### src/rtl/mac64_pkg.sv
package mac64_pkg;

    typedef enum logic [2:0] {
        MOP_MULS  = 3'd0,
        MOP_MULU  = 3'd1,
        MOP_MADDS = 3'd2,
        MOP_MADDU = 3'd3,
        MOP_MADDI = 3'd4,
        MOP_MSUBS = 3'd5,
        MOP_MSUBU = 3'd6,
        MOP_NONE  = 3'd7
    } macop_e;

    function automatic logic op_is_load(macop_e o);
        return (o == MOP_MULS) || (o == MOP_MULU);
    endfunction

    function automatic logic op_is_sub(macop_e o);
        return (o == MOP_MSUBS) || (o == MOP_MSUBU);
    endfunction

    function automatic logic op_is_signed(macop_e o);
        return (o == MOP_MULS) || (o == MOP_MADDS) || (o == MOP_MADDI) || (o == MOP_MSUBS);
    endfunction

    function automatic logic op_uses_imm(macop_e o);
        return (o == MOP_MADDI);
    endfunction

endpackage

### src/rtl/mac64_mult.sv
module mac64_mult
    import mac64_pkg::*;
#(
    parameter int DATA_W = 32,
    parameter int IMM_W  = 16
) (
    input  macop_e              op_i,
    input  logic [DATA_W-1:0]   a_i,
    input  logic [DATA_W-1:0]   b_i,
    input  logic [IMM_W-1:0]    imm_i,
    output logic [2*DATA_W-1:0] prod_o
);
    localparam int PROD_W = 2 * DATA_W;
    localparam int EXT_W  = DATA_W + 1;

    logic               sgn;
    logic signed [EXT_W-1:0]  xa, xb;
    logic signed [PROD_W-1:0] wa, wb;

    // Both operands widen to DATA_W+1 bits, so that one signed multiplier serves both signednesses.
    always_comb begin
        sgn = op_is_signed(op_i);
        xa  = {sgn & a_i[DATA_W-1], a_i};
        if (op_uses_imm(op_i)) begin
            xb = {{(EXT_W-IMM_W){imm_i[IMM_W-1]}}, imm_i};
        end else begin
            xb = {sgn & b_i[DATA_W-1], b_i};
        end
        wa     = PROD_W'(xa);
        wb     = PROD_W'(xb);
        prod_o = wa * wb;
    end

endmodule

### src/rtl/mac64_accum.sv
module mac64_accum #(
    parameter int ACC_W = 64
) (
    input  logic [ACC_W-1:0] acc_i,
    input  logic [ACC_W-1:0] prod_i,
    input  logic             sub_i,
    output logic [ACC_W-1:0] res_o,
    output logic             carry_o,
    output logic             ovf_o
);
    localparam int MSB = ACC_W - 1;

    logic [ACC_W:0] ext;

    always_comb begin
        if (sub_i) begin
            ext   = {1'b0, acc_i} - {1'b0, prod_i};
            ovf_o = (acc_i[MSB] != prod_i[MSB]) && (ext[MSB] != acc_i[MSB]);
        end else begin
            ext   = {1'b0, acc_i} + {1'b0, prod_i};
            ovf_o = (acc_i[MSB] == prod_i[MSB]) && (ext[MSB] != acc_i[MSB]);
        end
        res_o   = ext[MSB:0];
        carry_o = ext[ACC_W];
    end

    // A borrow means that the product exceeded the accumulator as an unsigned value.
    always_comb begin
        if (sub_i && (prod_i == '0)) begin
            AST_ZERO_SUB_NO_BORROW: assert (!carry_o && res_o == acc_i);
        end
    end

endmodule

### src/rtl/mac64_unit.sv
module mac64_unit
    import mac64_pkg::*;
#(
    parameter int DATA_W = 32,
    parameter int IMM_W  = 16
) (
    input  logic              clk,
    input  logic              rst_n,
    input  logic              op_valid_i,
    input  logic [2:0]        op_code_i,
    input  logic [DATA_W-1:0] op_a_i,
    input  logic [DATA_W-1:0] op_b_i,
    input  logic [IMM_W-1:0]  op_imm_i,
    input  logic              ovf_exc_en_i,
    input  logic              acc_wr_hi_i,
    input  logic              acc_wr_lo_i,
    input  logic [DATA_W-1:0] acc_wr_data_i,
    output logic [DATA_W-1:0] acc_hi_o,
    output logic [DATA_W-1:0] acc_lo_o,
    output logic              flag_ov_o,
    output logic              flag_cy_o,
    output logic              res_valid_o,
    output logic              exc_req_o,
    output logic              busy_o
);
    localparam int ACC_W = 2 * DATA_W;

    typedef struct packed {
        logic              s1_vld;
        macop_e            s1_op;
        logic [ACC_W-1:0]  s1_prod;
        logic              s1_exc_en;
        logic [DATA_W-1:0] acc_hi;
        logic [DATA_W-1:0] acc_lo;
        logic              ov;
        logic              cy;
        logic              res_vld;
        logic              exc;
    } st_t;

    st_t st_d, st_q;

    macop_e           op_in;
    logic             accept;
    logic             wr_ok;
    logic [ACC_W-1:0] mult_prod;
    logic [ACC_W-1:0] sum_res;
    logic             sum_carry;
    logic             sum_ovf;

    assign op_in  = macop_e'(op_code_i);
    assign accept = op_valid_i && (op_in != MOP_NONE);
    assign wr_ok  = !op_valid_i && !st_q.s1_vld;

    mac64_mult #(
        .DATA_W (DATA_W),
        .IMM_W  (IMM_W)
    ) mult_i (
        .op_i   (op_in),
        .a_i    (op_a_i),
        .b_i    (op_b_i),
        .imm_i  (op_imm_i),
        .prod_o (mult_prod)
    );

    mac64_accum #(
        .ACC_W (ACC_W)
    ) accum_i (
        .acc_i   ({st_q.acc_hi, st_q.acc_lo}),
        .prod_i  (st_q.s1_prod),
        .sub_i   (op_is_sub(st_q.s1_op)),
        .res_o   (sum_res),
        .carry_o (sum_carry),
        .ovf_o   (sum_ovf)
    );

    always_comb begin
        st_d         = st_q;
        st_d.res_vld = 1'b0;
        st_d.exc     = 1'b0;

        // Stage 1: capture the product.
        st_d.s1_vld = accept;
        if (accept) begin
            st_d.s1_op     = op_in;
            st_d.s1_prod   = mult_prod;
            st_d.s1_exc_en = ovf_exc_en_i;
        end

        // Stage 2: fold the product into the accumulator and update one flag.
        if (st_q.s1_vld) begin
            st_d.res_vld = 1'b1;
            if (op_is_load(st_q.s1_op)) begin
                {st_d.acc_hi, st_d.acc_lo} = st_q.s1_prod;
            end else begin
                {st_d.acc_hi, st_d.acc_lo} = sum_res;
                if (op_is_signed(st_q.s1_op)) begin
                    st_d.ov  = sum_ovf;
                    st_d.exc = sum_ovf && st_q.s1_exc_en;
                end else begin
                    st_d.cy  = sum_carry;
                    st_d.exc = sum_carry && st_q.s1_exc_en;
                end
            end
        end else if (wr_ok) begin
            if (acc_wr_hi_i) st_d.acc_hi = acc_wr_data_i;
            if (acc_wr_lo_i) st_d.acc_lo = acc_wr_data_i;
        end
    end

    always_ff @(posedge clk) begin
        if (!rst_n) begin
            st_q <= '0;
        end else begin
            st_q <= st_d;
        end
    end

    assign acc_hi_o    = st_q.acc_hi;
    assign acc_lo_o    = st_q.acc_lo;
    assign flag_ov_o   = st_q.ov;
    assign flag_cy_o   = st_q.cy;
    assign res_valid_o = st_q.res_vld;
    assign exc_req_o   = st_q.exc;
    assign busy_o      = st_q.s1_vld;

    AST_FIXED_LATENCY: assert property (@(posedge clk) disable iff (!rst_n)
        (op_valid_i && op_code_i != 3'd7) |-> ##2 res_valid_o);

    AST_RSVD_NOT_TAKEN: assert property (@(posedge clk) disable iff (!rst_n)
        (op_valid_i && op_code_i == 3'd7) |=> !busy_o);

    AST_ACC_QUIET: assert property (@(posedge clk) disable iff (!rst_n)
        (!busy_o && !acc_wr_hi_i && !acc_wr_lo_i) |=> $stable({acc_hi_o, acc_lo_o}));

    AST_EXC_WITH_FLAG: assert property (@(posedge clk) disable iff (!rst_n)
        exc_req_o |-> (res_valid_o && (flag_ov_o || flag_cy_o)));

    AST_LOAD_KEEPS_FLAGS: assert property (@(posedge clk) disable iff (!rst_n)
        (busy_o && op_is_load(st_q.s1_op)) |=> ($stable(flag_ov_o) && $stable(flag_cy_o) && !exc_req_o));

    AST_SIGNED_KEEPS_CY: assert property (@(posedge clk) disable iff (!rst_n)
        (busy_o && op_is_signed(st_q.s1_op)) |=> $stable(flag_cy_o));

    AST_UNSIGNED_KEEPS_OV: assert property (@(posedge clk) disable iff (!rst_n)
        (busy_o && !op_is_signed(st_q.s1_op)) |=> $stable(flag_ov_o));

endmodule

### config.mk
export PLATFORM = sky130hd
export DESIGN_NAME = mac64_unit
export DESIGN_NICKNAME = d
export VERILOG_FILES = /design/src/rtl/mac64_pkg.sv /design/src/rtl/mac64_mult.sv /design/src/rtl/mac64_accum.sv /design/src/rtl/mac64_unit.sv
export SDC_FILE = /design/constraint.sdc
export NUM_CORES = 2
export LEC_CHECK = 0
export ABC_AREA = 1
export BUFFER_PORTS_ARGS = -buffer_cell sky130_fd_sc_hd__buf_2
export CAP_MARGIN = 20
export CORE_MARGIN = 2
export CORE_UTILIZATION = 45
export CTS_CLUSTER_SIZE = 16
export DETAILED_ROUTE_END_ITERATION = 6
export GPL_ROUTABILITY_DRIVEN = 0
export GPL_TIMING_DRIVEN = 0
export MAX_ROUTING_LAYER = met4
export PLACE_DENSITY = 0.65
export SYNTH_ARGS = -nofsm -noshare
export SYNTH_HDL_FRONTEND = slang
export SYNTH_SLANG_ARGS = --single-unit
### constraint.sdc
create_clock -name clk -period 25.3 [get_ports clk]
set_input_delay 5.06 -clock clk [delete_from_list [all_inputs] [get_ports clk]]
set_output_delay 5.06 -clock clk [all_outputs]
set_load 0.03 [all_outputs]
Word-level counts from Yosys, hierarchy flattened
Index checks and enable logic that the tools add are counted.

Register bits after elaboration: 137. Bits of input ports: 121. Output and inout bits: 69. Logic and storage cells: 69.

Add/subtract/negate cells: 2. $mul: 1. Eq/ne operators: 13. Muxes and demuxes: 11. Bitwise gates (word level): 6. Reductions and logical operators: 26.

Operator list (count): 2-to-1 mux 64 bit (3); adder 64 x 64 -> 65 bit (1); 2-to-1 mux 65 bit (1); subtractor 64 x 64 -> 65 bit (1); multiplier 33 x 33 -> 64 bit (1); 2-to-1 mux 32 bit (2); 2-to-1 mux 33 bit (1); equality test 3 bit (second input constant) (5); logical OR 1 bit (8); equality test 3 x 2 -> 1 bit (second input constant) (2); logical AND 1 bit (6); zero test 3 bit (2); AND reduction 3 bit (2); nonzero test 2 bit (3); inverter 1 bit (4); AND reduction 2 bit (2); equality test 3 x 1 -> 1 bit (second input constant) (1); 2-to-1 mux 1 bit (3); inequality test 1 bit (3); inequality test 3 bit (second input constant) (1); OR reduction 3 bit (1); AND 1 bit (2); zero test 1 bit (2); 2-to-1 mux 2 bit (1); equality test 1 bit (1).

Depth between registers and ports, before layout
Word-level depth: 8. Mapped depth: 40. Depth with buffers taken out: 37.

Cells and area by module
From an unflattened synthesis, not the netlist that was laid out.

Cells, all modules: 8030. Area total of the unflattened synthesis: 57224.9 um2.

Modules (own cells, without submodules): mac64_mult (times used 1, cells each 4717, area each 38906.1 um2); mac64_accum (times used 1, cells each 2219, area each 10960.5 um2); mac64_unit (times used 1, cells each 1094, area each 7358.3 um2).

Worst setup path after synthesis
OpenSTA, ideal clock, no wires.

Path type: input -> register. Start point: input port op_code_i[0]. End point: register st_q[123] in the netlist's numbering. Library setup time: 0.109 ns. Arrival time: 12.375 ns. Data required time: 25.191 ns. Path slack: 12.816 ns. Cell stages on the path: 32. Buffers on the path: 2. Cells stage by stage: nor2_2 > nand2_2 > buf_2 > o21ai_0 > inv_1 > buf_2 > nor2_1 > fa_1 > fa_1 > fa_1 > fa_1 > inv_1 > fa_1 > inv_1 > fa_1 > fa_1 > inv_1 > fa_1 > inv_1 > ha_1 > nand2_1 > nor2_1 > inv_1 > nor2_1 > inv_1 > nor2_1 > and3_1 > nand2_1 > nand4_1 > nand3_1 > nand2_1 > inv_1.

Cells in the longest elaborated chain, start to end: 7. Elaborated cells on any way between the ends: 13.

Ends and longest elaborated chain: start, declared (line mac64_unit.sv:10) `input logic [2:0] op_code_i,`; equality test 3 x 2 -> 1 bit / zero test 3 bit (equally long branches) (line mac64_pkg.sv:23) `return (o == MOP_MULS) || (o == MOP_MADDS) || (o == MOP_MADDI) || (o == MOP_MSUBS);`; logical OR 1 bit (3 in series) (line mac64_pkg.sv:23); AND 1 bit (line mac64_mult.sv:27) `xb = {sgn & b_i[DATA_W-1], b_i};`; 2-to-1 mux 33 bit (line mac64_mult.sv:24) `if (op_uses_imm(op_i)) begin`; multiplier 33 x 33 -> 64 bit (line mac64_mult.sv:31) `prod_o = wa * wb;`; end signal, assigned (line mac64_unit.sv:115) `st_q <= st_d;`; end, declared (line mac64_unit.sv:41) `st_t st_d, st_q;`.

Parallel ways exist; a longest one is shown, timed or not. A chain may end at the register's enable or synchronous reset.

Worst setup path after layout
Start point: input port op_code_i[0]. End point: register st_q[131] in the netlist's numbering.

Same word-level chain as after synthesis.

==> out/results.ini <==
[outcome]
status=finished with violations
violations=design-rule violations

[sta]
tightest_slew_ns=1.285
slew_headroom=0.1431
setup-tns-final_ns=0
drv_slew=0
fin_skew_ns=0.02177
rsz0062_at_grt=false
hold_viol=0
fmax_mhz=63.78
period_share=0.6197
finalSetupViolations=0
post-route-min-period_ns=15.68

[critical_path]
cp_max_fo=11
critPathSlowestCell=clkbuf_1
arrival_ns=16.03
path_class=in2reg
crit_path_frequent_cell=fa_1
critPathLaunchType=input port
max_stage_delay_ns=0.91
cp.required_ns=25.65
worstSetupEndpointType=register

[placement]
dp_hpwl_mm=209.2
io_buffers=165

[floorplanning]
io_pins=190
start_util=0.4528
coreArea_sq_mm=0.1254
rows=130
fp.dieW_microns=359.2
die-area_sq_mm=0.1291
die_h_microns=359.2

[logic_synthesis]
synth-async-reset-ratio=0
ys_seq_elements=137
syn_inst=8183
synth_area_per_cell_sq_um=6.940
synth_edf_count=0
syn_nets=9771
synth-main-ff-cell=dfxtp_1
synth_warnings=0
ys_types=50
synth-seq-area-share=0.04829
netlist_area_sq_mm=0.05679

[clocking]
cts_root_buf=clkbuf_16
path_clk_slew_ns=0.06
htree_levels=4
cts_buffers=17
clockBufferDepth=2
cts_tree=yes
clock-sinks=137
ctsResizeCount=0
cts_setup_buffers=0
cts_hold_buf=0
clk_latency_ns=0.47

[global_route]
track_usage=0.3918
antenna_found_initial=7
grt-ovfl-total=0
grt_pass1_vias=56430
grt_max_degree=17
grt_pass1_wl_mm=357.6

[route]
drtAntennaViolNets=0
detail_route.wl_per_cell_microns=24.33
viasPerCell=5.579
drt-met1-wl_mm=84.11
top_layer=met4
met3_length_mm=31.23
drtIter0Drc=7055
wl_met2_mm=104.3
drt_pass1_iterations=7
vias=56110
totalWireLength_mm=244.6
route.detailed.drc=6

[finish]
drive_above_1_share=0.04799
syn2layout_area_growth_pct=6.621
mostFrequentLayoutCell=inv_1
nets=9973
final_cell_mix=inv_1, nand2_1, fa_1

[run]
cap_viol_max_count=0

[hold_path]
min_path_type=reg2reg

-- registers in the layout, summed over array words and instances, names as in the netlist --
name and flops:
flag_cy_o 1, flag_ov_o 1, res_valid_o 1, acc_hi_o 32
acc_lo_o 32, exc_req_o 1, busy_o 1, st_q 68
-- final timing paths --
path | startpoint | to | slack, ns | cells after the start
max | op_code_i[0] | st_q[131]$_SDFFE_PN0P_ | 9.62 | 32
min | st_q[68]$_SDFFE_PN0P_ | st_q[68]$_SDFFE_PN0P_ | 0.50 | 2
min reg2reg | st_q[68]$_SDFFE_PN0P_ | st_q[68]$_SDFFE_PN0P_ | 0.50 | 2
max reg2reg | st_q[91]$_SDFFE_PN0P_ | exc_req_o$_SDFF_PP0_ | 21.37 | 15
-- critical path, delay by kind of cell --
family | cells | cell delay [ns]
compound gates | 1 | 0.17
simple gates | 12 | 2.54
buf+inv | 10 | 2.93
fa+ha+maj | 9 | 5.29
-- cells in the mapped netlist (12+ instances only) --
cell type / n / share of area
xor2_1: 49 / 0.0076
o211ai_1: 15 / 0.0020
fa_1: 1127 / 0.40
inv_1: 2023 / 0.13
ha_1: 340 / 0.075
clkbuf_1: 236 / 0.016
clkinv_1: 19 / 0.0013
buf_1: 12 / 0.00079
clkbuf_2: 19 / 0.0017
nor2_1: 1023 / 0.068
nand4_1: 33 / 0.0036
nand3_1: 239 / 0.021
o21ai_0: 292 / 0.026
buf_4: 64 / 0.0085
dfxtp_1: 137 / 0.048
a21oi_1: 377 / 0.033
buf_2: 39 / 0.0034
o21bai_1: 20 / 0.0026
nor3_1: 46 / 0.0041
xnor2_1: 20 / 0.0031
or2_2: 24 / 0.0026
nand2_1: 1917 / 0.13
-- layout make-up --
| type | instances | area, sq um |
|---|---|---|
| Fill cell | 12820 | 64860 |
| Antenna cell | 8 | 20.02 |
| Timing Repair Buffer | 183 | 1040 |
| Inverter | 2050 | 7700 |
| Tap cell | 1650 | 2064 |
| Multi-Input combinational cell | 5625 | 44630 |
| Clock buffer | 19 | 442.9 |
| Sequential cell | 137 | 2743 |
| Buffer | 371 | 1713 |
| Clock inverter | 13 | 192.7 |
-- kinds of logic after synthesis --
logic type                 after synthesis  share of synthesized area
AOI/OAI and AO/OA                      749                    0.06945
DFF                                    137                    0.04829
adders and majority gates             1467                     0.4722
buffers and inverters                 2421                     0.1657
xor gates and xnor gates                69                    0.01064
and+or+nand+nor                       3340                     0.2337
-- stage by stage --
step | setup slack, ns | hold slack [ns] | cells | cell area, sq um | utilization
detailed placement | 9.524 | 0.4892 | 10010 | 59780 | 0.4767
finish | 9.622 | 0.5017 | 10060 | 60550 | 0.4828
CTS | 10.00 | 0.4997 | 10040 | 60410 | 0.4817
global placement | 9.136 | 0.4756 | 9998 | 59680 | 0.4759
floorplan | 12.82 | 0.4307 | 8183 | 56790 | -
global route | 9.106 | 0.5286 | 10050 | 60540 | 0.4827
-- routing by layer --
layer,vias up,track usage
met1,26790,0.4420
met2,4024,0.5810
met3,1114,0.1155
met5,-,-
met4,0,0.3100
li1,24180,-
Power is left out: the tool's default activity adds up to more than one toggle a clock period on the data nets, which glitch-free logic cannot reach.
